`src/rtl/vcal_pkg.sv`:
```
package vcal_pkg;
  typedef enum logic [2:0] {
    S_IDLE   = 3'd0,
    S_ARM    = 3'd1,
    S_RUN    = 3'd2,
    S_DECIDE = 3'd3,
    S_DONE   = 3'd4
  } cal_state_e;

  localparam int unsigned CH_REF = 0;
  localparam int unsigned CH_OSC = 1;
  localparam int unsigned NUM_CH = 2;
endpackage

```
`src/rtl/vcal_edge_sync.sv`:
```
module vcal_edge_sync #(
  parameter int unsigned STAGES = 2
) (
  input  logic clk,
  input  logic rst_n,
  input  logic async_in,
  output logic rise
);
  logic [STAGES-1:0] sync_q;
  logic              prev_q;

  always_ff @(posedge clk or negedge rst_n) begin
    if (!rst_n) begin
      sync_q <= '0;
      prev_q <= 1'b0;
    end else begin
      sync_q <= {sync_q[STAGES-2:0], async_in};
      prev_q <= sync_q[STAGES-1];
    end
  end

  assign rise = sync_q[STAGES-1] & ~prev_q;
endmodule

```
`src/rtl/vcal_race_cnt.sv`:
```
module vcal_race_cnt #(
  parameter int unsigned CNT_W = 8
) (
  input  logic             clk,
  input  logic             rst_n,
  input  logic             clr,
  input  logic             en,
  input  logic             rise,
  output logic [CNT_W-1:0] cnt,
  output logic             full
);
  localparam logic [CNT_W-1:0] CNT_MAX = '1;

  logic [CNT_W-1:0] cnt_q;
  logic             seen_q;

  always_ff @(posedge clk or negedge rst_n) begin
    if (!rst_n) begin
      cnt_q  <= '0;
      seen_q <= 1'b0;
    end else if (clr) begin
      cnt_q  <= '0;
      seen_q <= 1'b0;
    end else if (en && rise) begin
      if (!seen_q)               seen_q <= 1'b1;
      else if (cnt_q != CNT_MAX) cnt_q  <= cnt_q + 1'b1;
    end
  end

  assign cnt  = cnt_q;
  assign full = (cnt_q == CNT_MAX);

  AST_CNT_NO_WRAP: assert property (@(posedge clk) disable iff (!rst_n)
    (full && !clr) |=> full);
  AST_CNT_CLEARS: assert property (@(posedge clk) disable iff (!rst_n)
    clr |=> (cnt_q == '0));
endmodule

```
`src/rtl/vcal_sar_fsm.sv`:
```
module vcal_sar_fsm #(
  parameter int unsigned CODE_W = 8,
  parameter int unsigned CNT_W  = 8
) (
  input  logic              clk,
  input  logic              rst_n,
  input  logic              start,
  input  logic [CNT_W-1:0]  ref_cnt,
  input  logic [CNT_W-1:0]  osc_cnt,
  input  logic              ref_full,
  input  logic              osc_full,
  output logic              cnt_clr,
  output logic              cnt_en,
  output logic [CODE_W-1:0] code,
  output logic              fast,
  output logic              slow,
  output logic              done
);
  import vcal_pkg::*;

  localparam int unsigned      IDX_W    = (CODE_W > 1) ? $clog2(CODE_W) : 1;
  localparam logic [CODE_W-1:0] ONE     = {{(CODE_W-1){1'b0}}, 1'b1};
  localparam logic [CODE_W-1:0] MSB_CODE = ONE << (CODE_W-1);
  localparam logic [IDX_W-1:0]  TOP_IDX  = IDX_W'(CODE_W-1);

  cal_state_e        st_q;
  logic [CODE_W-1:0] code_q;
  logic [IDX_W-1:0]  idx_q;
  logic              fast_q, slow_q, done_q;

  logic              osc_gt, osc_lt;
  logic [CODE_W-1:0] kept_code;

  always_comb begin
    osc_gt    = (osc_cnt > ref_cnt);
    osc_lt    = (osc_cnt < ref_cnt);
    kept_code = osc_gt ? (code_q & ~(ONE << idx_q)) : code_q;
  end

  always_ff @(posedge clk or negedge rst_n) begin
    if (!rst_n) begin
      st_q   <= S_IDLE;
      code_q <= '0;
      idx_q  <= '0;
      fast_q <= 1'b0;
      slow_q <= 1'b0;
      done_q <= 1'b0;
    end else begin
      case (st_q)
        S_IDLE, S_DONE: begin
          if (start) begin
            code_q <= MSB_CODE;
            idx_q  <= TOP_IDX;
            fast_q <= 1'b0;
            slow_q <= 1'b0;
            done_q <= 1'b0;
            st_q   <= S_ARM;
          end
        end
        S_ARM: st_q <= S_RUN;
        S_RUN: if (ref_full || osc_full) st_q <= S_DECIDE;
        S_DECIDE: begin
          fast_q <= osc_gt;
          slow_q <= osc_lt;
          if (idx_q == '0) begin
            code_q <= kept_code;
            done_q <= 1'b1;
            st_q   <= S_DONE;
          end else begin
            code_q <= kept_code | (ONE << (idx_q - 1'b1));
            idx_q  <= idx_q - 1'b1;
            st_q   <= S_ARM;
          end
        end
        default: st_q <= S_IDLE;
      endcase
    end
  end

  assign cnt_clr = (st_q == S_ARM);
  assign cnt_en  = (st_q == S_RUN);
  assign code    = code_q;
  assign fast    = fast_q;
  assign slow    = slow_q;
  assign done    = done_q;

  AST_ONE_VERDICT: assert property (@(posedge clk) disable iff (!rst_n)
    $onehot0({fast_q, slow_q}));
  AST_START_MSB: assert property (@(posedge clk) disable iff (!rst_n)
    (start && (st_q == S_IDLE || st_q == S_DONE)) |=> (code_q == MSB_CODE && !done_q));
  AST_RUN_STABLE: assert property (@(posedge clk) disable iff (!rst_n)
    (st_q == S_RUN) |=> $stable(code_q));
  AST_DONE_HOLD: assert property (@(posedge clk) disable iff (!rst_n)
    (done_q && !start) |=> (done_q && $stable(code_q) && $stable(fast_q) && $stable(slow_q)));
endmodule

```
`src/rtl/vco_code_cal.sv`:
```
module vco_code_cal #(
  parameter int unsigned CODE_W      = 8,
  parameter int unsigned CNT_W       = 8,
  parameter int unsigned SYNC_STAGES = 2
) (
  input  logic              clk,
  input  logic              rst_n,
  input  logic              start,
  input  logic              ref_div,
  input  logic              osc_div,
  output logic [CODE_W-1:0] code,
  output logic              fast,
  output logic              slow,
  output logic              done
);
  import vcal_pkg::*;

  logic [NUM_CH-1:0]            raw_in;
  logic [NUM_CH-1:0]            rise;
  logic [NUM_CH-1:0]            full;
  logic [NUM_CH-1:0][CNT_W-1:0] cnt;
  logic                         cnt_clr, cnt_en;

  assign raw_in[CH_REF] = ref_div;
  assign raw_in[CH_OSC] = osc_div;

  for (genvar ch = 0; ch < NUM_CH; ch++) begin : g_chan
    vcal_edge_sync #(.STAGES(SYNC_STAGES)) sync_i (
      .clk      (clk),
      .rst_n    (rst_n),
      .async_in (raw_in[ch]),
      .rise     (rise[ch])
    );
    vcal_race_cnt #(.CNT_W(CNT_W)) cnt_i (
      .clk   (clk),
      .rst_n (rst_n),
      .clr   (cnt_clr),
      .en    (cnt_en),
      .rise  (rise[ch]),
      .cnt   (cnt[ch]),
      .full  (full[ch])
    );
  end

  vcal_sar_fsm #(.CODE_W(CODE_W), .CNT_W(CNT_W)) fsm_i (
    .clk      (clk),
    .rst_n    (rst_n),
    .start    (start),
    .ref_cnt  (cnt[CH_REF]),
    .osc_cnt  (cnt[CH_OSC]),
    .ref_full (full[CH_REF]),
    .osc_full (full[CH_OSC]),
    .cnt_clr  (cnt_clr),
    .cnt_en   (cnt_en),
    .code     (code),
    .fast     (fast),
    .slow     (slow),
    .done     (done)
  );
endmodule

```
`config.mk`:
```
export PLATFORM = sky130hd
export DESIGN_NAME = vco_code_cal
export DESIGN_NICKNAME = d
export VERILOG_FILES = /design/src/rtl/vcal_pkg.sv /design/src/rtl/vcal_edge_sync.sv /design/src/rtl/vcal_race_cnt.sv /design/src/rtl/vcal_sar_fsm.sv /design/src/rtl/vco_code_cal.sv
export SDC_FILE = /design/constraint.sdc
export NUM_CORES = 1
export LEC_CHECK = 0
export BUFFER_PORTS_ARGS = -buffer_cell sky130_fd_sc_hd__buf_2
export CAP_MARGIN = 10
export CORE_UTILIZATION = 30
export CTS_CLUSTER_SIZE = 14
export DETAILED_ROUTE_END_ITERATION = 12
export GPL_TIMING_DRIVEN = 0
export PLACE_DENSITY = 0.56
export SLEW_MARGIN = 20
export SYNTH_ARGS = -nofsm -noshare
export SYNTH_HDL_FRONTEND = slang
export SYNTH_SLANG_ARGS = --single-unit
```
`constraint.sdc`:
```
create_clock -name clk -period 2.15 [get_ports clk]
set_clock_uncertainty 0.15 [all_clocks]
set_input_delay 0 -clock clk [delete_from_list [all_inputs] [get_ports clk]]
set_output_delay 0 -clock clk [all_outputs]
set_load 0.005 [all_outputs]
```
==> qor.yml <==
status:
  outcome: "complete, no violations"
timing:
  worst_pin_slew_ns: 0.905
  period_share_pct: 95.2
  hold_viol: 0
  slew_viol_final: 0
  tns_ns: 0
  maxSlewHeadroom_pct: 39.6
  fin_ws_ns: 0.103
  fmax_mhz: 488
  rsz0062_at_grt: "false"
  finalSetupViolations: 0
  post-route-min-period_ns: 2.05
routing:
  drt-met1-wl_um: 2250
  wirelength_um: 4440
  ant_nets: 0
  highest_layer: "met4"
  dr.first_iter.drc_count: 71
  viasPerCell: 4.76
  met2_length_um: 1960
  wl_per_cell_um: 12.6
  wl_met3_um: 139
  firstDrtPassIters: 4
  drc: 0
  vias: 1672
worst_setup_path:
  cp_data_arrival_time_ns: 2.07
  required_ns: 2.18
  startpoint_type: "flip-flop"
  cp-end-kind: "flip-flop"
  critPathKind: "flip-flop to flip-flop"
  crit_path_max_fanout: 5
floorplan:
  fp.dieArea_um2: 7650
  core_um2: 6910
  rows: 30
  ios: 16
  start_util_pct: 31.7
  die_h_um: 87.5
  die_x_um: 87.5
synthesis:
  synth.area.top_cells: "dfrtp_1 (47%), ha_1 (9.1%), a21oi_1 (4.1%)"
  seq_area_frac_synth_pct: 46.8
  ys_ff_latch: 41
  synth_area_um2: 2190
  async_flop_share_pct: 100
  synth-xor-area-share_pct: 5.60
  synth_top_area_cell: "dfrtp_1"
  ys_types: 39
  synth_flop_cell: "dfrtp_1"
  synth_top_family_by_area: "simple AND/OR/NAND/NOR gates"
  synth.area.mux_share_pct: 0
  synth-compound-area-share_pct: 12.3
  synth_nets: 249
  synth_adder_area_share_pct: 9.14
  yosysWarnings: 0
  synth_top_area_share_pct: 46.8
  synth_cells: 228
  synth_edf_count: 0
  synthSimpleGateAreaFrac_pct: 21.4
  syn_area_per_cell_um2: 9.61
flow_run:
  drv_cap: 0
cts:
  cts_tree: "done"
  postCtsSetupBuffers: 0
  cts_buffers: 5
  path_clk_slew_ns: 0.08
  root_buffer: "clkbuf_8"
  clock_latency_ns: 0.30
  clock_path_buffers: 2
  htreeDepth: 2
  cts_num_sinks: 41
placed_design:
  portBuffers: 15
  pre_cts_slack_ns: 0.111
  globalplace.congestion: 0.803
  post-dp-hpwl_um: 3230
global_route:
  antenna_found_initial: 0
  grt_pass1_wl_um: 7510
  grt_use_total_pct: 12.9
  grt_pass1_vias: 1620
  overflow: 0
  grt_max_degree: 42
cells_and_area:
  diodes: 0
  fillers: 730
  final_cell_mix: "dfrtp_1 (41), nor2_1 (23), nand2_1 (18), a21oi_1 (18)"
  drive_gt1_share_pct: 12.2
  ff_latch_area_um2: 1030
  final_common_cell: "dfrtp_1"
  area_growth_pct: 14.9
  multi_input_area_um2: 1060
  nets: 275
min_path:
  hp-class: "input port to flip-flop"
power:
  ir_drop_mv: 0.386
  p_leak_nw: 1.17
  p_per_area_nw_per_um2: 946
routing by layer:
metal,GRT usage [%],vias to the layer above
li1,-,852
met1,16.1,783
met2,20.8,30
met3,3.22,7
met4,5.81,0
met5,0,-
critical path: stages, from the launching register on:
cell and delay [ns]:
dfrtp_1 0.41, inv_1 0.08, ha_1 0.30, nor2b_1 0.12
o211ai_1 0.13, a211o_1 0.35, a211oi_1 0.29, o22ai_1 0.10
sequential cells by signal (all words and copies together), names as in the netlist:
register,cells
fsm_i.done,1
fsm_i.st_q,3
fsm_i.idx_q,3
fsm_i.fast,1
fsm_i.code,8
g_chan.sync_i.sync_q,4
fsm_i.slow,1
g_chan.cnt_i.seen_q,2
g_chan.cnt_i.cnt,16
g_chan.sync_i.prev_q,2
layout make-up:
type,instances,share of cell area [%]
buffer,7,1.79
clock buffer,5,2.73
clock inverter,3,0.696
inverter,16,2.39
multi-input combinational,164,42.3
sequential,41,40.8
tap,96,4.77
timing repair buffer,19,4.57
cells by family (layout without fill, tap and decap cells):
group           count (synthesis)  after routing
compound gates                 44             44
xor+xnor                       14             14
simple gates                   90             90
flops                          41             41
fa+ha+maj                      16             16
buf+inv                        23             50
cell usage after synthesis (4+ instances only):
cell      count
nor3_1        6
inv_1        16
o21ai_0       5
a21oi_1      18
xnor2_1       8
and3_1        5
nand4_1       8
and2_1        4
a211oi_1      4
a31oi_1       4
nand3_1       9
nor2_1       24
xor2_1        6
nand2_1      19
ha_1         16
dfrtp_1      41
power by group:
group | switching (mW) | internal (mW) | total (mW) | leakage [nW]
Combinational | 0.519 | 0.341 | 0.860 | 0.595
Clock | 0.280 | 0.224 | 0.504 | 0.0439
Sequential | 0.101 | 0.917 | 1.02 | 0.529
Total | 0.900 | 1.48 | 2.38 | 1.17
timing repair:
action / in CTS / in global routing
setup endpoints to repair: 0 / 5
endpoints found under the hold margin: 44 / 0
gates resized for setup: 0 / 2
hold buffers: 4 / 0
per-stage QoR:
| step | power [mW] | instance area, um2 | util [%] | cells | hold WS [ns] |
|---|---|---|---|---|---|
| floorplan | 1.62 | 2190 | - | 228 | -0.446 |
| global placement | 1.87 | 2390 | 34.5 | 339 | -0.0417 |
| detailed placement | 1.89 | 2390 | 34.5 | 339 | -0.0407 |
| CTS | 2.41 | 2510 | 36.4 | 351 | 0.177 |
| global route | 2.57 | 2520 | 36.4 | 351 | 0.186 |
| finish | 2.38 | 2520 | 36.4 | 351 | 0.185 |
final timing paths:
check,slack [ns],start,depth (start not counted),to
max in group asynchronous,1.06,rst_n,2,g_chan[0].cnt_i.cnt[7]$_DFFE_PN0P_
worst max-delay path,0.10,g_chan[0].cnt_i.cnt[1]$_DFFE_PN0P_,7,fsm_i.code[5]$_DFFE_PN0P_
worst min-delay path,0.19,ref_div,2,g_chan[0].sync_i.sync_q[0]$_DFF_PN0_
worst min register to register,0.20,g_chan[0].sync_i.sync_q[0]$_DFF_PN0_,0,g_chan[0].sync_i.sync_q[1]$_DFF_PN0_
worst max register to register,0.10,g_chan[0].cnt_i.cnt[1]$_DFFE_PN0P_,7,fsm_i.code[5]$_DFFE_PN0P_
min in group asynchronous,0.21,rst_n,2,fsm_i.done$_DFFE_PN0P_
Power figures use the tool's default switching activity.
